===== src/rtl/adc_seq_pkg.sv =====
package adc_seq_pkg;
  localparam int NUM_SEQ = 4;
  localparam int SEQ_IDX_W = $clog2(NUM_SEQ);
  localparam int PTR_W = 4;
  localparam int FIFO_DEPTH = 1 << PTR_W;
  localparam int SAMPLE_W = 10;
  localparam int ADDR_W = 8;
  localparam int DATA_W = 32;
  localparam int EVT_W = 4;
  localparam int EVSEL_W = NUM_SEQ * EVT_W;

  // trigger-source codes held in the event-select nibbles
  typedef enum logic [EVT_W-1:0] {
    EVT_PROC  = 4'd0,
    EVT_COMP  = 4'd1,
    EVT_EXT   = 4'd4,
    EVT_TIMER = 4'd5,
    EVT_PWM_A = 4'd6,
    EVT_PWM_B = 4'd7,
    EVT_PWM_C = 4'd8
  } evtSrcE;

  // global register addresses
  localparam logic [ADDR_W-1:0] REG_ENABLE = 8'h00;
  localparam logic [ADDR_W-1:0] REG_RAW    = 8'h04;
  localparam logic [ADDR_W-1:0] REG_MASK   = 8'h08;
  localparam logic [ADDR_W-1:0] REG_MSTAT  = 8'h0C;
  localparam logic [ADDR_W-1:0] REG_EVSEL  = 8'h14;
  localparam logic [ADDR_W-1:0] REG_TEST   = 8'h30;

  // per-sequencer window
  localparam logic [ADDR_W-1:0] WIN_BASE = 8'h40;
  localparam logic [ADDR_W-1:0] WIN_END  = 8'hC0;
  localparam int WIN_STRIDE_LOG2 = 5;
  localparam logic [WIN_STRIDE_LOG2-1:0] OFF_MUX  = 5'h00;
  localparam logic [WIN_STRIDE_LOG2-1:0] OFF_CTL  = 5'h04;
  localparam logic [WIN_STRIDE_LOG2-1:0] OFF_POP  = 5'h08;
  localparam logic [WIN_STRIDE_LOG2-1:0] OFF_STAT = 5'h0C;

  localparam logic [DATA_W-1:0] MUX_KEEP = 32'h3333_3333;

  // packed status word layout
  localparam int STAT_EMPTY_BIT = 8;
  localparam int STAT_FULL_BIT  = 12;

  // noise generator
  localparam logic [DATA_W-1:0] NOISE_MUL  = 32'd314159;
  localparam logic [SAMPLE_W-1:0] NOISE_BASE = 10'h200;

  // control-to-datapath strobes
  typedef struct packed {
    logic [NUM_SEQ-1:0]               push;
    logic [NUM_SEQ-1:0]               pop;
    logic [NUM_SEQ-1:0][SAMPLE_W-1:0] sample;
  } seqStrobeT;
endpackage


===== src/rtl/adc_seq_fifo.sv =====
module adc_seq_fifo
  import adc_seq_pkg::*;
#(
  parameter int PTR_BITS = PTR_W,
  parameter int WORD_W = SAMPLE_W
) (
  input  logic                clk,
  input  logic                rstN,
  input  logic                push,
  input  logic                pop,
  input  logic [WORD_W-1:0]   pushData,
  output logic [WORD_W-1:0]   popData,
  output logic [PTR_BITS-1:0] headPtr,
  output logic [PTR_BITS-1:0] tailPtr,
  output logic                isEmpty,
  output logic                isFull
);
  localparam int DEPTH_L = 1 << PTR_BITS;

  logic [WORD_W-1:0] mem [DEPTH_L];
  logic doPush, doPop;

  assign doPush = push && !isFull;
  assign doPop  = pop && !isEmpty;
  assign popData = isEmpty ? '0 : mem[tailPtr];

  always_ff @(posedge clk) begin
    if (doPush) mem[headPtr] <= pushData;
  end

  always_ff @(posedge clk or negedge rstN) begin
    if (!rstN) begin
      headPtr <= '0;
      tailPtr <= '0;
      isEmpty <= 1'b1;
      isFull  <= 1'b0;
    end else begin
      if (doPush) headPtr <= PTR_BITS'(headPtr + 1'b1);
      if (doPop)  tailPtr <= PTR_BITS'(tailPtr + 1'b1);
      if (doPush && !doPop) begin
        isEmpty <= 1'b0;
        isFull  <= (PTR_BITS'(headPtr + 1'b1) == tailPtr);
      end else if (doPop && !doPush) begin
        isFull  <= 1'b0;
        isEmpty <= (PTR_BITS'(tailPtr + 1'b1) == headPtr);
      end
    end
  end

  // a FIFO is never reported empty and full at once
  assert_flags_exclusive_R2: assert property (@(posedge clk) disable iff (!rstN)
    !(isEmpty && isFull));

  // a push into a full FIFO leaves the write pointer where it was
  assert_no_overflow_R4: assert property (@(posedge clk) disable iff (!rstN)
    (isFull && push && !pop) |=> (headPtr == $past(headPtr)) && isFull);

  // a pop from an empty FIFO leaves the read pointer where it was
  assert_no_underflow_R5: assert property (@(posedge clk) disable iff (!rstN)
    (isEmpty && pop && !push) |=> (tailPtr == $past(tailPtr)) && isEmpty);
endmodule


===== src/rtl/adc_seq_datapath.sv =====
module adc_seq_datapath
  import adc_seq_pkg::*;
(
  input  logic                              clk,
  input  logic                              rstN,
  input  seqStrobeT                         strobes,
  output logic [NUM_SEQ-1:0][DATA_W-1:0]    statusWord,
  output logic [NUM_SEQ-1:0][SAMPLE_W-1:0]  popData
);
  localparam int PAD_W = DATA_W - STAT_FULL_BIT - 1;
  localparam int GAP_W = STAT_FULL_BIT - STAT_EMPTY_BIT - 1;

  for (genvar n = 0; n < NUM_SEQ; n++) begin : gSeq
    logic [PTR_W-1:0] headPtr, tailPtr;
    logic isEmpty, isFull;

    adc_seq_fifo #(.PTR_BITS(PTR_W), .WORD_W(SAMPLE_W)) u_fifo (
      .clk      (clk),
      .rstN     (rstN),
      .push     (strobes.push[n]),
      .pop      (strobes.pop[n]),
      .pushData (strobes.sample[n]),
      .popData  (popData[n]),
      .headPtr  (headPtr),
      .tailPtr  (tailPtr),
      .isEmpty  (isEmpty),
      .isFull   (isFull)
    );

    assign statusWord[n] = {{PAD_W{1'b0}}, isFull, {GAP_W{1'b0}}, isEmpty, headPtr, tailPtr};
  end
endmodule


===== src/rtl/adc_seq_ctrl.sv =====
module adc_seq_ctrl
  import adc_seq_pkg::*;
(
  input  logic                             clk,
  input  logic                             rstN,
  input  logic                             busWrEn,
  input  logic                             busRdEn,
  input  logic [ADDR_W-1:0]                busAddr,
  input  logic [DATA_W-1:0]                busWrData,
  output logic [DATA_W-1:0]                busRdData,
  input  logic                             trigIn,
  input  logic [SAMPLE_W-1:0]              sampleIn,
  input  logic [NUM_SEQ-1:0][DATA_W-1:0]   statusWord,
  input  logic [NUM_SEQ-1:0][SAMPLE_W-1:0] popData,
  output seqStrobeT                        strobes,
  output logic [NUM_SEQ-1:0]               irqOut
);
  logic [NUM_SEQ-1:0]              enableQ, maskQ, rawQ;
  logic [EVSEL_W-1:0]              evSelQ;
  logic                            testModeQ;
  logic [DATA_W-1:0]               noiseQ, noiseNext;
  logic [NUM_SEQ-1:0][DATA_W-1:0]  muxQ, ctlQ;

  logic                            inWin;
  logic [ADDR_W-1:0]               winOff;
  logic [SEQ_IDX_W-1:0]            seqIdx;
  logic [WIN_STRIDE_LOG2-1:0]      seqOff;
  logic [NUM_SEQ-1:0]              hit, clrBits;
  logic                            wrGlobal;

  // address decode
  assign inWin  = (busAddr >= WIN_BASE) && (busAddr < WIN_END);
  assign winOff = busAddr - WIN_BASE;
  assign seqIdx = SEQ_IDX_W'(winOff >> WIN_STRIDE_LOG2);
  assign seqOff = busAddr[WIN_STRIDE_LOG2-1:0];
  assign wrGlobal = busWrEn && !inWin;

  // trigger decode: enabled and programmed for the timer source
  for (genvar n = 0; n < NUM_SEQ; n++) begin : gHit
    assign hit[n] = trigIn && enableQ[n] && (evSelQ[n*EVT_W +: EVT_W] == EVT_TIMER);
    assign strobes.pop[n] = busRdEn && inWin && (seqIdx == SEQ_IDX_W'(n)) && (seqOff == OFF_POP);
  end
  assign strobes.push = hit;

  // sample source, noise chain advanced once per sampled sequencer
  always_comb begin
    noiseNext = noiseQ;
    for (int n = 0; n < NUM_SEQ; n++) begin
      strobes.sample[n] = sampleIn;
      if (testModeQ && hit[n]) begin
        noiseNext = noiseNext * NOISE_MUL + 32'd1;
        strobes.sample[n] = NOISE_BASE + SAMPLE_W'(noiseNext[18:16]);
      end
    end
  end

  assign clrBits = (wrGlobal && busAddr == REG_MSTAT) ? busWrData[NUM_SEQ-1:0] : '0;

  always_ff @(posedge clk or negedge rstN) begin
    if (!rstN) begin
      enableQ   <= '0;
      maskQ     <= '0;
      rawQ      <= '0;
      evSelQ    <= '0;
      testModeQ <= 1'b0;
      noiseQ    <= '0;
      muxQ      <= '0;
      ctlQ      <= '0;
    end else begin
      noiseQ <= noiseNext;
      rawQ   <= (rawQ & ~clrBits) | hit;
      if (wrGlobal) begin
        unique case (busAddr)
          REG_ENABLE: enableQ   <= busWrData[NUM_SEQ-1:0];
          REG_MASK:   maskQ     <= busWrData[NUM_SEQ-1:0];
          REG_EVSEL:  evSelQ    <= busWrData[EVSEL_W-1:0];
          REG_TEST:   testModeQ <= busWrData[0];
          default: ;
        endcase
      end
      if (busWrEn && inWin) begin
        if (seqOff == OFF_MUX) muxQ[seqIdx] <= busWrData & MUX_KEEP;
        if (seqOff == OFF_CTL) ctlQ[seqIdx] <= busWrData;
      end
    end
  end

  assign irqOut = rawQ & maskQ;

  // read mux
  always_comb begin
    busRdData = '0;
    if (inWin) begin
      unique case (seqOff)
        OFF_MUX:  busRdData = muxQ[seqIdx];
        OFF_CTL:  busRdData = ctlQ[seqIdx];
        OFF_POP:  busRdData = DATA_W'(popData[seqIdx]);
        OFF_STAT: busRdData = statusWord[seqIdx];
        default:  busRdData = '0;
      endcase
    end else begin
      unique case (busAddr)
        REG_ENABLE: busRdData = DATA_W'(enableQ);
        REG_RAW:    busRdData = DATA_W'(rawQ);
        REG_MASK:   busRdData = DATA_W'(maskQ);
        REG_MSTAT:  busRdData = DATA_W'(rawQ & maskQ);
        REG_EVSEL:  busRdData = DATA_W'(evSelQ);
        REG_TEST:   busRdData = DATA_W'(testModeQ);
        default:    busRdData = '0;
      endcase
    end
  end

  // no sample is pushed outside a trigger cycle
  assert_push_needs_trigger_R3: assert property (@(posedge clk) disable iff (!rstN)
    !trigIn |-> (strobes.push == '0));

  // every push leaves its raw interrupt bit set on the next cycle
  assert_push_sets_raw_R6: assert property (@(posedge clk) disable iff (!rstN)
    (strobes.push != '0) |=> ((rawQ & $past(strobes.push)) == $past(strobes.push)));

  // test-mode samples stay inside the noise range
  for (genvar n = 0; n < NUM_SEQ; n++) begin : gNoiseChk
    assert_noise_range_R8: assert property (@(posedge clk) disable iff (!rstN)
      (testModeQ && strobes.push[n]) |-> (strobes.sample[n][SAMPLE_W-1:3] == NOISE_BASE[SAMPLE_W-1:3]));
  end

  // an interrupt line only rises when a raw bit was set or the mask was opened
  assert_irq_cause_R7: assert property (@(posedge clk) disable iff (!rstN)
    ((irqOut & ~$past(irqOut)) != '0) |-> ($past(strobes.push != '0) || $past(wrGlobal && busAddr == REG_MASK)));
endmodule


===== src/rtl/adc_seq_fifos.sv =====
module adc_seq_fifos
  import adc_seq_pkg::*;
(
  input  logic                clk,
  input  logic                rstN,
  input  logic                busWrEn,
  input  logic                busRdEn,
  input  logic [ADDR_W-1:0]   busAddr,
  input  logic [DATA_W-1:0]   busWrData,
  output logic [DATA_W-1:0]   busRdData,
  input  logic                trigIn,
  input  logic [SAMPLE_W-1:0] sampleIn,
  output logic [NUM_SEQ-1:0]  irqOut
);
  seqStrobeT strobes;
  logic [NUM_SEQ-1:0][DATA_W-1:0]   statusWord;
  logic [NUM_SEQ-1:0][SAMPLE_W-1:0] popData;

  adc_seq_ctrl u_ctrl (
    .clk        (clk),
    .rstN       (rstN),
    .busWrEn    (busWrEn),
    .busRdEn    (busRdEn),
    .busAddr    (busAddr),
    .busWrData  (busWrData),
    .busRdData  (busRdData),
    .trigIn     (trigIn),
    .sampleIn   (sampleIn),
    .statusWord (statusWord),
    .popData    (popData),
    .strobes    (strobes),
    .irqOut     (irqOut)
  );

  adc_seq_datapath u_datapath (
    .clk        (clk),
    .rstN       (rstN),
    .strobes    (strobes),
    .statusWord (statusWord),
    .popData    (popData)
  );
endmodule


===== config.mk =====
export PLATFORM = sky130hd
export DESIGN_NAME = adc_seq_fifos
export DESIGN_NICKNAME = d
export VERILOG_FILES = /design/src/rtl/adc_seq_pkg.sv /design/src/rtl/adc_seq_fifo.sv /design/src/rtl/adc_seq_datapath.sv /design/src/rtl/adc_seq_ctrl.sv /design/src/rtl/adc_seq_fifos.sv
export SDC_FILE = /design/constraint.sdc
export NUM_CORES = 2
export LEC_CHECK = 0
export ABC_AREA = 1
export BUFFER_PORTS_ARGS = -buffer_cell sky130_fd_sc_hd__buf_4
export CORE_MARGIN = 2
export CORE_UTILIZATION = 50
export CTS_BUF_LIST = sky130_fd_sc_hd__clkbuf_8
export DETAILED_ROUTE_END_ITERATION = 16
export GPL_TIMING_DRIVEN = 0
export MAX_ROUTING_LAYER = met4
export PLACE_DENSITY = 0.66
export SYNTH_ARGS = -nofsm -noshare
export SYNTH_HDL_FRONTEND = slang
export SYNTH_HIERARCHICAL = 1
export SYNTH_SLANG_ARGS = --single-unit

===== constraint.sdc =====
create_clock -name clk -period 19.3 [get_ports clk]
set_input_delay 2.895 -clock clk [delete_from_list [all_inputs] [get_ports clk]]
set_output_delay 2.895 -clock clk [all_outputs]
set_load 0.03 [all_outputs]

* Word-level counts from Yosys, hierarchy flattened
Memory sizes are Yosys's and may differ from the RTL's.
Cells that the tools add are included.
** Cells by class
- Magnitude comparators :: 4
- Equal/unequal tests :: 23
- Bitwise operators :: 5
- Multiplexer cells :: 52
- Multiply operators :: 4
- Add/subtract/negate cells :: 17
- Reduce and logical (&&, ||, !) cells :: 72
** Operators with widths (number)
- 32-bit 2-to-1 mux :: 9
- 128-bit bitwise mux :: 2
- 32-bit binary-select mux with 2-bit select :: 3
- 32-bit case mux with 6 select lines :: 1
- 32-bit by 1-bit adder with 32-bit output, second input constant :: 4
- 32-bit by 19-bit multiplier with 32-bit output, second input constant :: 4
- 32-bit case mux with 4 select lines :: 1
- 10-bit 2-to-1 mux :: 9
- 32-bit demux with 2-bit select :: 1
- 1-bit logical AND :: 42
- 10-bit by 3-bit adder with 10-bit output, first input constant :: 4
- 4-bit by 1-bit adder with 4-bit output, second input constant :: 8
- 4-bit == test :: 8
- 1-bit 2-to-1 mux :: 24
- 10-bit binary-select mux with 2-bit select :: 1
- 1-bit zero test :: 17
- 4-bit by 3-bit == test with 1-bit output, second input constant :: 4
- 8-bit by 4-bit == test with 1-bit output, second input constant :: 2
- 4-bit AND :: 3
- 2-bit AND reduction :: 6
- 5-bit by 4-bit == test with 1-bit output, second input constant :: 2
- 8-bit by 3-bit == test with 1-bit output, second input constant :: 1
- 8-bit by 5-bit == test with 1-bit output, second input constant :: 1
- 8-bit by 6-bit == test with 1-bit output, second input constant :: 1
- 15 further kinds :: 19
** Storage, ports and cells
- Output and inout bits :: 36
- Input port bits :: 55
- RAM bits :: 640
- Memories :: 4
- Bits in registers :: 357
** Memory list
- u_datapath.gSeq[0].u_fifo.mem :: words 16, bits a word 10, rd ports 1, clocked after memory_dff 0, wr ports 1, RTL line adc_seq_fifo.sv:20 : logic [WORD_W-1:0] mem [DEPTH_L];
- u_datapath.gSeq[1].u_fifo.mem :: words 16, bits a word 10, rd ports 1, clocked after memory_dff 0, wr ports 1, RTL line adc_seq_fifo.sv:20
- u_datapath.gSeq[2].u_fifo.mem :: words 16, bits a word 10, rd ports 1, clocked after memory_dff 0, wr ports 1, RTL line adc_seq_fifo.sv:20
- u_datapath.gSeq[3].u_fifo.mem :: words 16, bits a word 10, rd ports 1, clocked after memory_dff 0, wr ports 1, RTL line adc_seq_fifo.sv:20

* Longest topological paths before layout
- Word-level depth :: 14
- Gate-level depth with buffers :: 93

* Hierarchy
The synthesis kept the hierarchy.
** Modules (own cells, without submodules)
- adc_seq_ctrl :: instances 1, seq. area each 6005.8 um^2, area each 26804.5 um^2, cells an instance 3290
- adc_seq_fifo at u_datapath.gSeq[1].u_fifo ... :: instances 3, seq. area each 5056.1 um^2, area each 7425.9 um^2, cells an instance 720
- adc_seq_fifo at u_datapath.gSeq[0].u_fifo :: instances 1, seq. area each 5056.1 um^2, area each 7440.9 um^2, cells an instance 720
- adc_seq_datapath :: instances 1, seq. area each 0.0 um^2, area each 724.4 um^2, cells an instance 97

* Worst setup path after synthesis
OpenSTA, ideal clock, no wires.
- Path type :: input-to-reg
- Start point :: input trigIn
- End point :: memory u_datapath/gSeq[3].u_fifo/mem[0][2] in the netlist's numbering, data pin
- Path buffers :: 2
- Data arrival time :: 16901 ps
- Library setup time :: 320 ps
- Stages on the path :: 71
- Slack :: 2079 ps
- Required time :: 18980 ps
- Cells stage by stage :: inv_2 -> nor3_4 -> nand3_4 -> clkinv_4 -> buf_6 -> buf_2 -> o21ai_0 -> inv_1 -> fa_1 -> inv_1 -> ha_1 -> inv_1 -> fa_1 -> inv_1 -> ha_1 -> ha_1 -> fa_1 -> ha_1 -> (+35 left out) -> inv_1 -> ha_1 -> inv_1 -> nor3_1 -> inv_1 -> o221ai_1 -> a41oi_1 -> inv_1 -> nand2_1 -> nand2_1 -> inv_1 -> nand2_1 -> nand2_1 -> nand3b_1 -> nand2_1 -> nand3_1 -> nand3_2 -> nand2_1
** RTL lines
- from (decl) :: RTL line adc_seq_fifos.sv:11 : input logic trigIn,
- to (decl) :: RTL line adc_seq_fifo.sv:20

==> metrics <==
share of cells above drive strength 1 0.0900; # setup viols final 0; met3 Track Usage GR 0.0510; Vias 44121; CP max FO 16; Max Clk Rate 54.5 MHz; clock tree from TritonCTS built; clk_lat worst skew 0.83 ns; library cells used by synthesis 62; CP Launch Type register; Synth Flop Type edfxtp_1; HP Class reg2reg; Final Util 0.559; critical path required time 19.82 ns; Post-Route WL 162000 um; Initial Util 0.503; yosys warns 6; CTS Sinks 920; Async SR Flop Fraction 0.304; Crit Path Class reg2reg; unrepaired setup endpoints after global routing false; # Max-Cap Violations 0; drt via density 5.34; die height 342 um; DR iter-0 viols 4141; post-synthesis sequential area ratio 0.458; PwrDens 66.7 nW/um^2; largest net degree at the start of global routing 75; buffers plus inverters on the worst setup path 25; Reg clk slew, reported paths 0.06 ns; H-tree levels 4; Fillers 10351; Inserted Clock Buffers 151; Rows 124; GP Congestion 0.986; GR peak layer met2; main combinational cell family by area after synthesis simple AND/OR/NAND/NOR gates; clk buf depth 3; Final Hold Fails 0; XOR/XNOR Fraction of Synth Area 0.0189; register area 26200 um^2; wire per inst 19.6 um; adder-cell area share of the yosys netlist 0.166; crit-path leading delay family adder cells; DRC violations left 0; cells after synthesis 6267; Slowest Stage Delay on Critical Path 0.55 ns; port buffer count 90; drt pass-1 iters 7; worst ir drop on vdd 85.6 uV; total gr overflow 0; GR Util met1 0.396; Worst Setup End Kind register; leak pwr 30.0 nW; Synth Area in Compound Gates 0.0782; register bit count reported by yosys 920; core box area 114000 um^2; nets@finish 7287; CP max-delay cell fa_1; commonest non-fill, non-tap cell in the layout nand2_1; Least-Margin Pin Slew 1.27 ns; # IOs 91; post-synthesis cell area 57200 um^2; Synth Area per Inst 9.13 um^2; Crit path top cell by count inv_1; skew final 0.0544 ns; vias in the first global route 42531; GRT Resource Usage Total 0.286; Slew headroom 0.150; initial antenna violation count 2; first-pass GRT wire length 248000 um; synthesized-area fraction occupied by and/or/nand/nor cells 0.177; number of synthesized flops with an enable pin 640; Tmin final 18.34 ns; met2 Track Usage GR 0.432; ANT nets after route 0; proportion of synthesized area in mux cells 0; die area 117000 um^2; Root Buffer clkbuf_8; commonest cells after routing, fill and taps aside nand2_1, inv_1, edfxtp_1, nand3_1, ha_1; Multi-input gate area 25600 um^2; DP HPWL 121000 um; synthesis-to-layout area growth 11.1%; DIE WIDTH 342 um; Final Max Tran Viols 0; worst hold margin 0.487 ns; status completed; worst path arrival time 18.86 ns; Tcrit/Tclk final 0.950
## metrics by stage
| stage | total power, mW | instance area, um^2 | setup TNS (ns) | instances | setup WS, ns |
|---|---|---|---|---|---|
| floorplan | 2.42 | 57600 | 0 | 6354 | 2.08 |
| global placement | 2.57 | 60100 | -52.44 | 7956 | -1.18 |
| detailed placement | 2.59 | 60500 | -22.81 | 7976 | -0.894 |
| CTS | 4.26 | 63500 | 0 | 8255 | 0.115 |
| global route | 4.40 | 63600 | 0 | 8267 | 0.0139 |
| finish | 4.24 | 63600 | 0 | 8267 | 0.960 |
## cell type report
| class | instances | share of cell area |
|---|---|---|
| repair buffers | 120 | 0.0162 |
| diodes | 2 | 0.0000787 |
| well taps | 1512 | 0.0297 |
| multi-input cells | 4038 | 0.403 |
| clock inverters | 107 | 0.00997 |
| clock buffers | 172 | 0.0372 |
| inverters | 1058 | 0.0626 |
| plain buffers | 338 | 0.0289 |
| flip-flops and latches | 920 | 0.412 |
## synth_stat cells (11+ instances only)
library cell | n | area share
nand2_1 | 1692 | 0.11
inv_1 | 1038 | 0.068
edfxtp_1 | 640 | 0.34
nand3_1 | 510 | 0.045
ha_1 | 349 | 0.076
o21ai_0 | 329 | 0.029
dfrtp_1 | 276 | 0.12
fa_1 | 256 | 0.090
a21oi_1 | 194 | 0.017
a22oi_1 | 168 | 0.022
nor2_1 | 160 | 0.010
clkbuf_1 | 140 | 0.0092
buf_4 | 114 | 0.015
xor2_1 | 92 | 0.014
buf_2 | 63 | 0.0055
xnor2_1 | 27 | 0.0041
nor3_1 | 18 | 0.0016
nand4_1 | 16 | 0.0017
inv_2 | 15 | 0.00098
buf_1 | 13 | 0.00085
nand2_2 | 13 | 0.0014
o31ai_1 | 12 | 0.0016
o21a_1 | 11 | 0.0014
## worst min-delay path, cell delays in order (launching register included)
cell and delay, ns:
dfrtp_1 0.33, nand2_1 0.05, o21ai_0 0.06
## what timing repair did
item / in CTS / in global routing
gates resized for setup: 7 / 33
pin swaps: 0 / 0
endpoints found under the setup margin: 16 / 51
hold buffers: 0 / 0
setup buffers: 0 / 10
## worst paths after layout
check,from,end,slack (ns),cells past startpoint
worst min-delay path,u_ctrl/evSelQ[15]$_DFFE_PN0P_,u_ctrl/evSelQ[15]$_DFFE_PN0P_,0.49,2
worst max register to register,u_ctrl/noiseQ[7]$_DFF_PN0_,u_datapath/gSeq[3].u_fifo/mem[12][2]$_DFFE_PP_,0.96,86
min in group asynchronous,rstN,u_datapath/gSeq[2].u_fifo/headPtr[2]$_DFFE_PN0P_,2.05,1
worst max-delay path,u_ctrl/noiseQ[7]$_DFF_PN0_,u_datapath/gSeq[3].u_fifo/mem[12][2]$_DFFE_PP_,0.96,86
max in group asynchronous,rstN,u_ctrl/evSelQ[2]$_DFFE_PN0P_,15.65,4
worst min register to register,u_ctrl/evSelQ[15]$_DFFE_PN0P_,u_ctrl/evSelQ[15]$_DFFE_PN0P_,0.49,2
## routing by layer
layer	wire length, um	part of all wire
met5	0	0
met4	4000	0.025
met3	13400	0.083
met2	73600	0.45
met1	71200	0.44
## cells by family (layout without fill, tap and decap cells)
| logic type | count (synthesis) | after routing |
|---|---|---|
| xor gates and xnor gates | 121 | 121 |
| and+or+nand+nor | 2457 | 2457 |
| AOI/OAI and AO/OA | 767 | 767 |
| DFF | 920 | 920 |
| buffers and inverters | 1396 | 1795 |
| other | 1 | 90 |
| adders and majority gates | 605 | 605 |
## registers in the layout, summed over array words and instances, names as in the netlist
register,count
u_datapath/gSeq.u_fifo/mem,640
u_ctrl/ctlQ,128
u_ctrl/muxQ,64
u_ctrl/noiseQ,19
u_ctrl/evSelQ,16
u_datapath/gSeq.u_fifo/headPtr,16
u_datapath/gSeq.u_fifo/tailPtr,16
u_ctrl/enableQ,4
u_ctrl/maskQ,4
u_ctrl/rawQ,4
u_datapath/gSeq.u_fifo/isEmpty,4
u_datapath/gSeq.u_fifo/isFull,4
u_ctrl/testModeQ,1
## where the power goes
part / internal (mW) / switching [mW] / leakage, nW / total, mW
combinational: 0.117 / 0.280 / 18.8 / 0.398
sequential: 2.14 / 0.0178 / 9.47 / 2.16
clock: 0.888 / 0.799 / 1.76 / 1.69
total: 3.15 / 1.10 / 30.0 / 4.24
No activity file was read; power rests on OpenSTA's default activity.
